### config.mk
export PLATFORM = sky130hd
export DESIGN_NAME = brfetch_ctl
export DESIGN_NICKNAME = d
export VERILOG_FILES = /design/src/rtl/brfetch_pkg.sv /design/src/rtl/brfetch_slots.sv /design/src/rtl/brfetch_pcgen.sv /design/src/rtl/brfetch_waste.sv /design/src/rtl/brfetch_ctl.sv
export SDC_FILE = /design/constraint.sdc
export NUM_CORES = 1
export LEC_CHECK = 0
export BUFFER_PORTS_ARGS = -buffer_cell sky130_fd_sc_hd__buf_2
export CAP_MARGIN = 20
export CORE_MARGIN = 2
export CORE_UTILIZATION = 42
export DETAILED_ROUTE_END_ITERATION = 8
export PLACE_DENSITY_LB_ADDON = 0.08
export REMOVE_ABC_BUFFERS = 1
export SLEW_MARGIN = 10
export SYNTH_ARGS = -nofsm -noshare
export SYNTH_HDL_FRONTEND = slang
export SYNTH_SLANG_ARGS = --single-unit
### constraint.sdc
create_clock -name clk -period 4.5 [get_ports clk]
set_clock_uncertainty 0.15 [all_clocks]
set_input_delay 0.9 -clock clk [delete_from_list [all_inputs] [get_ports clk]]
set_output_delay 0.9 -clock clk [all_outputs]
set_load 0.005 [all_outputs]
### src/rtl/brfetch_pkg.sv
package brfetch_pkg;
  typedef enum logic [1:0] {
    POL_IDLE  = 2'd0,
    POL_SQASH = 2'd1,
    POL_DSLOT = 2'd2
  } pol_e;

  localparam int unsigned DSLOTS   = 2;
  localparam int unsigned DSLOT_W  = $clog2(DSLOTS + 1);
  localparam int unsigned STEP     = 4;

  function automatic pol_e decode_pol(input logic [1:0] sel);
    case (sel)
      2'd0:    return POL_IDLE;
      2'd1:    return POL_SQASH;
      default: return POL_DSLOT;
    endcase
  endfunction
endpackage

### src/rtl/brfetch_slots.sv
module brfetch_slots
  import brfetch_pkg::*;
(
  input  logic clk,
  input  logic rst_n,
  input  pol_e pol,
  input  logic dec_is_br,
  input  logic rsv_taken,
  output logic fe_valid,
  output logic kill_fe,
  output logic kill_de,
  output logic redir
);
  logic               live_de;
  logic               br_rsv;
  logic [DSLOT_W-1:0] shadow_left;
  logic               br_de;
  logic               in_shadow;

  assign in_shadow = (pol == POL_DSLOT) && (shadow_left != '0);
  assign br_de     = dec_is_br && live_de && !in_shadow;
  assign redir     = br_rsv && rsv_taken;
  assign fe_valid  = !((pol == POL_IDLE) && (br_de || br_rsv));
  assign kill_de   = redir && (pol == POL_SQASH) && live_de;
  assign kill_fe   = redir && (pol == POL_SQASH) && fe_valid;

  always_ff @(posedge clk) begin
    if (!rst_n) begin
      live_de     <= 1'b0;
      br_rsv      <= 1'b0;
      shadow_left <= '0;
    end else begin
      live_de <= fe_valid && !kill_fe;
      br_rsv  <= br_de && !kill_de;
      if ((pol == POL_DSLOT) && br_de)
        shadow_left <= DSLOT_W'(DSLOTS);
      else if (live_de && (shadow_left != '0))
        shadow_left <= shadow_left - 1'b1;
    end
  end
endmodule

### src/rtl/brfetch_pcgen.sv
module brfetch_pcgen
  import brfetch_pkg::*;
#(
  parameter int unsigned AW = 32
) (
  input  logic          clk,
  input  logic          rst_n,
  input  logic          fe_valid,
  input  logic          redir,
  input  logic [AW-1:0] rsv_target,
  output logic [AW-1:0] pc
);
  always_ff @(posedge clk) begin
    if (!rst_n)
      pc <= '0;
    else if (redir)
      pc <= rsv_target;
    else if (fe_valid)
      pc <= pc + AW'(STEP);
  end
endmodule

### src/rtl/brfetch_waste.sv
module brfetch_waste #(
  parameter int unsigned CW = 16
) (
  input  logic          clk,
  input  logic          rst_n,
  input  logic          fe_valid,
  input  logic          kill_fe,
  input  logic          kill_de,
  output logic [CW-1:0] cnt
);
  logic [CW-1:0] inc;

  assign inc = CW'(!fe_valid) + CW'(kill_fe) + CW'(kill_de);

  always_ff @(posedge clk) begin
    if (!rst_n) cnt <= '0;
    else        cnt <= cnt + inc;
  end
endmodule

### src/rtl/brfetch_ctl.sv
module brfetch_ctl
  import brfetch_pkg::*;
#(
  parameter int unsigned AW = 32,
  parameter int unsigned CW = 16
) (
  input  logic          clk,
  input  logic          rst_n,
  input  logic [1:0]    pol_sel,
  input  logic          dec_is_br,
  input  logic          rsv_taken,
  input  logic [AW-1:0] rsv_target,
  output logic [AW-1:0] fe_addr,
  output logic          fe_valid,
  output logic          kill_fe,
  output logic          kill_de,
  output logic [CW-1:0] waste_cnt
);
  pol_e pol;
  logic redir;

  assign pol = decode_pol(pol_sel);

  brfetch_slots u_slots (
    .clk      (clk),
    .rst_n    (rst_n),
    .pol      (pol),
    .dec_is_br(dec_is_br),
    .rsv_taken(rsv_taken),
    .fe_valid (fe_valid),
    .kill_fe  (kill_fe),
    .kill_de  (kill_de),
    .redir    (redir)
  );

  brfetch_pcgen #(.AW(AW)) u_pcgen (
    .clk       (clk),
    .rst_n     (rst_n),
    .fe_valid  (fe_valid),
    .redir     (redir),
    .rsv_target(rsv_target),
    .pc        (fe_addr)
  );

  brfetch_waste #(.CW(CW)) u_waste (
    .clk     (clk),
    .rst_n   (rst_n),
    .fe_valid(fe_valid),
    .kill_fe (kill_fe),
    .kill_de (kill_de),
    .cnt     (waste_cnt)
  );
endmodule

# == Yosys cells after proc, flatten, opt, wreduce, memory -nomap -nowiden ==
# Cells that the tools add are included.
# word_totals
word_cells,43
output_inout_bits,51
in_bits,38
ff_bits,52
# classes
n_mux,5
bitwise_logic,1
n_addsub,5
n_eq_ne,4
n_reduce_logical,22
# ops
op,count
$mux W32,2
$add A32 B3 Y32 const B,1
$add A16 B1 Y16,1
$add A16 B16 Y16,1
$logic_and A1 B1 Y1,12
$eq A2 B1 Y1 const B,2
$logic_not A1 Y1,4
$logic_not A2 Y1,2
$mux W2,2
$pmux W2 S2,1
$reduce_bool A2 Y1,2
$add A1 B1 Y2,1
$eq A2 B2 Y1 const B,1
$ne A2 B1 Y1 const B,1
$reduce_or A2 Y1,1
$sub A2 B1 Y2 const B,1
$logic_or A1 B1 Y1,1
$not A1 Y1,1

# == Longest topological paths before layout ==
# depth
depth_word,13
ltp_mapped,12
ltp_nobuf,11

# == Hierarchy ==
# From an unflattened synthesis, not the netlist that was laid out.
# hier_totals
cells_unflattened,343
hier_area_um2,2912.8
# modules_own_cells
module,cells_each,area_per_inst_um2,n_inst,seq_area_each_um2
brfetch_pcgen,233,1864.3,1,640.6
brfetch_waste,83,815.8,1,320.3
brfetch_slots,25,222.7,1,80.1
brfetch_ctl,2,10.0,1,0.0

# == Least setup slack after synthesis ==
# OpenSTA, ideal clock, no wires.
# synth_timing
kind,input to register
start,input rsv_taken
end,register u_waste.cnt[12]
t_arrival_ps,2886
setup_time_ps,128
cell_stages,12
slack_ps,1337
path_cell_list,and2_1 > clkbuf_1 > nand3_1 > inv_1 > and2_1 > fa_1 > fa_1 > nand3_1 > nor3_1 > nand2_1 > xor2_1 > nor2_1
# synth_between
elab_chain_len,6
# synth_rtl
element,line,text
start: declaration,brfetch_ctl.sv:11,"input logic rsv_taken,"
$logic_and A1 B1 Y1,brfetch_slots.sv:22,assign redir = br_rsv && rsv_taken;
$logic_and A1 B1 Y1 (2 in series),brfetch_slots.sv:25,assign kill_fe = redir && (pol == POL_SQASH) && fe_valid;
via kill_fe,brfetch_ctl.sv:15,"output logic kill_fe,"
$add A1 B1 Y2,brfetch_waste.sv:13,assign inc = CW'(!fe_valid) + CW'(kill_fe) + CW'(kill_de);
$add A16 B1 Y16,brfetch_waste.sv:13,
$add A16 B16 Y16,brfetch_waste.sv:17,else cnt <= cnt + inc;
end signal: assignment,brfetch_waste.sv:17,
end: declaration,brfetch_waste.sv:9,output logic [CW-1:0] cnt
# The timed path passes the listed nets, and every way through them passes these cells.
# A chain may end at the register's enable or synchronous reset.

# == Worst setup path after layout ==
# layout_timing
start,input rsv_taken
end,register u_waste.cnt[14]
# layout_between
elab_chain_len,6
# layout_rtl
element,line
$logic_and A1 B1 Y1 (*),brfetch_slots.sv:22
$logic_and A1 B1 Y1 (*),"brfetch_slots.sv:24, brfetch_slots.sv:25"
$logic_and A1 B1 Y1,brfetch_slots.sv:25
$add A1 B1 Y2,brfetch_waste.sv:13
$add A16 B1 Y16 (*),brfetch_waste.sv:13
$add A16 B16 Y16 (*),brfetch_waste.sv:17
# Mark *: on every way between the ends. The rest lies on a longest branch, timed or not.

==> impl_metrics.csv <==
group,metric,value,unit
timing,rsz0062_at_grt,"no",
final_layout,areaGrowthSynthToFinish,23.8,%
worst_setup_path,start_kind,"input port",
route,vias_per_cell,5.14,
yosys,syn_area,0.00257,mm2
final_layout,drive_gt1_frac,0.250,
yosys,synth-main-ff-cell,"dfxtp_1",
clocking,ctsResizeCount,0,
grt,grt_max_degree,43,
yosys,synth_top_area_cell,"dfxtp_1",
timing,setup_viol_count_final,0,
timing,hold_viol,0,
route,drt-initial-drc-count,119,
clocking,clock_path_buffers,2,
route,drc,0,
clocking,cts_hold_buffers,0,
floorplanning,die_w,82.3,um
worst_setup_path,worst_ep_arrival_time,3.11,ns
clocking,cts_tree,"built",
worst_setup_path,worst-setup-path-type,"in -> reg",
power_and_ir_drop,p_total,0.943,mW
outcome,status,"completed",
floorplanning,fp.dieH,82.3,um
worst_setup_path,critPathCaptureType,"flop",
clocking,post-cts-setup-buffers,0,
floorplanning,io_pins,89,
yosys,ys_types,39,
grt,grt_pass1_wl,9.94,mm
grt,grt_pass1_vias,2150,
timing,slew_headroom,0.469,
yosys,ys_warn_count,0,
placed_design,port_buffers,88,
clocking,ctsHtreeMaxLevel,2,
timing,min_period_over_period,0.686,
placed_design,detailed_place.area,0.00306,mm2
power_and_ir_drop,power-per-cell-area,296,mW/mm2
clocking,clk_latency,0.30,ns
timing,min_period,3.09,ns
timing,worstMarginPinSlew,0.796,ns
timing,fmax,0.324,GHz
clocking,clock-sinks,52,
placed_design,dp_hpwl,4.54,mm
yosys,syn_inst,320,
clocking,clkTransAtPathRegs,0.10,ns
placed_design,dp.cells,471,
grt,grt_overflow,0,
timing,drv_slew,0,
timing,fin_ws,1.41,ns
route,drt_pre_antenna_iters,4,
route,ant_nets,0,
placed_design,dp_worst_setup_slack,1.09,ns
flow_run,drv_cap,0,
yosys,post-synth-top-area-fraction,0.405,
placed_design,gp_congestion,0.788,
worst_hold_path,hp-class,"reg -> reg",
yosys,synth_edf_count,0,
floorplanning,dieArea,0.00677,mm2
final_layout,finalInstanceArea,0.00319,mm2
power_and_ir_drop,leakagePower,1.36,nW
floorplanning,core_area,0.00592,mm2
clocking,tritoncts.num_buffers,5,
yosys,ys_seq_elements,52,
grt,grt_usage,0.187,
final_layout,final_util,0.538,
yosys,syn_area_per_cell,8.04,um2
route,avgRoutedWirePerCell,13.0,um
final_layout,n_antenna_cell,0,
route,wirelength,6.24,mm
power_and_ir_drop,irDropWorstVdd,122,uV
grt,grt_antenna_before_repair,0,
worst_setup_path,cp.required,4.52,ns
worst_setup_path,cp_max_fo,7,
timing,whs,0.308,ns
clocking,ctsRootBufferMaster,"clkbuf_8",
floorplanning,initial_utilization,0.434,
yosys,yosysMostFrequentCell,"dfxtp_1",
yosys,async_reset_ff_frac,0,
yosys,synth_commonest_cells,"52 x dfxtp_1, 39 x nand2_1, 32 x o21ai_0, 26 x nor2_1, 25 x a21oi_1",
final_layout,nets,446,
timing,tns,0,ns
final_layout,final_cells,479,
route,vias,2464,
yosys,synth.yosys.seq_area_share,0.405,
yosys,synth_area_leaders,"dfxtp_1 40%, xor2_1 7.5%, o21ai_0 6.2%, nand2_1 5.7%, a21oi_1 4.9%",
floorplanning,rows,28,
## final timing paths
| kind | end | from | slack, ns | cells after the start |
|---|---|---|---|---|
| max | u_waste.cnt[14]$_SDFF_PN0_ | rsv_taken | 1.41 | 12 |
| min | u_pcgen.pc[1]$_SDFFE_PN0P_ | u_pcgen.pc[1]$_SDFFE_PN0P_ | 0.31 | 2 |
| max reg2reg | u_waste.cnt[14]$_SDFF_PN0_ | u_slots.br_rsv$_SDFF_PN0_ | 1.74 | 11 |
| min reg2reg | u_pcgen.pc[1]$_SDFFE_PN0P_ | u_pcgen.pc[1]$_SDFFE_PN0P_ | 0.31 | 2 |
## flip-flops by register name (all words and copies together) (netlist names)
| signal | count |
|---|---|
| u_slots.live_de | 1 |
| u_waste.cnt | 16 |
| u_slots.br_rsv | 1 |
| u_pcgen.pc | 32 |
| u_slots.shadow_left | 2 |
## placed cells by master, fill, tap and decap left out, types with 3 or more instances in the layout
master    Yosys  final
a31oi_1       7      7
nand3_1      16     16
a211oi_1      3      3
or4_1         4      4
a21oi_1      25     25
ha_1          3      3
clkbuf_8      0      6
o21ai_0      32     32
nor2_1       26     26
and3_1        5      5
inv_1         9      9
xnor2_1      11     11
and2_1        4      4
buf_2         1     88
or3_1         8      8
nor3_1        7      7
xor2_1       22     22
nand4_1      11     11
nand2_1      39     39
dfxtp_1      52     52
## final cells by class
type / count / area [um2]
Clock inverter: 2 / 38.8
Multi-Input combinational cell: 246 / 1450
Fill cell: 609 / 2740
Timing Repair Buffer: 89 / 448
Clock buffer: 6 / 82.6
Sequential cell: 52 / 1040
Tap cell: 75 / 93.8
Inverter: 9 / 33.8
## report_power, final
part           internal, mW  switching (mW)  total (mW)  leakage [nW]
sequential            0.480          0.0220       0.502         0.423
clock                 0.182           0.160       0.342        0.0614
combinational        0.0487          0.0513       0.100         0.878
## worst max-delay path: stages
cell,delay [ns]
buf_2,0.10
and2_1,0.18
nand3_1,0.14
inv_1,0.06
and2_1,0.18
fa_1,0.46
fa_1,0.43
nand3_1,0.25
nor3_1,0.11
nand2_1,0.09
xor2_1,0.15
nor2_1,0.05
## cell families after synthesis
family,count (synthesis),synth area share
compound gates,76,0.166
xor+xnor,33,0.112
simple gates,129,0.248
other cells,1,0.00146
flops,52,0.405
fa+ha+maj,5,0.0302
mux,1,0.00389
buf+inv,23,0.0340
## metal layers
layer / vias to the layer above / global-route usage / share of wire
met5: - / 0 / 0
met4: 0 / 0.0400 / 0.0072
met3: 4 / 0.0359 / 0.050
met2: 59 / 0.302 / 0.45
met1: 1114 / 0.259 / 0.49
li1: 1287 / - / -
Power figures use the tool's default switching activity.
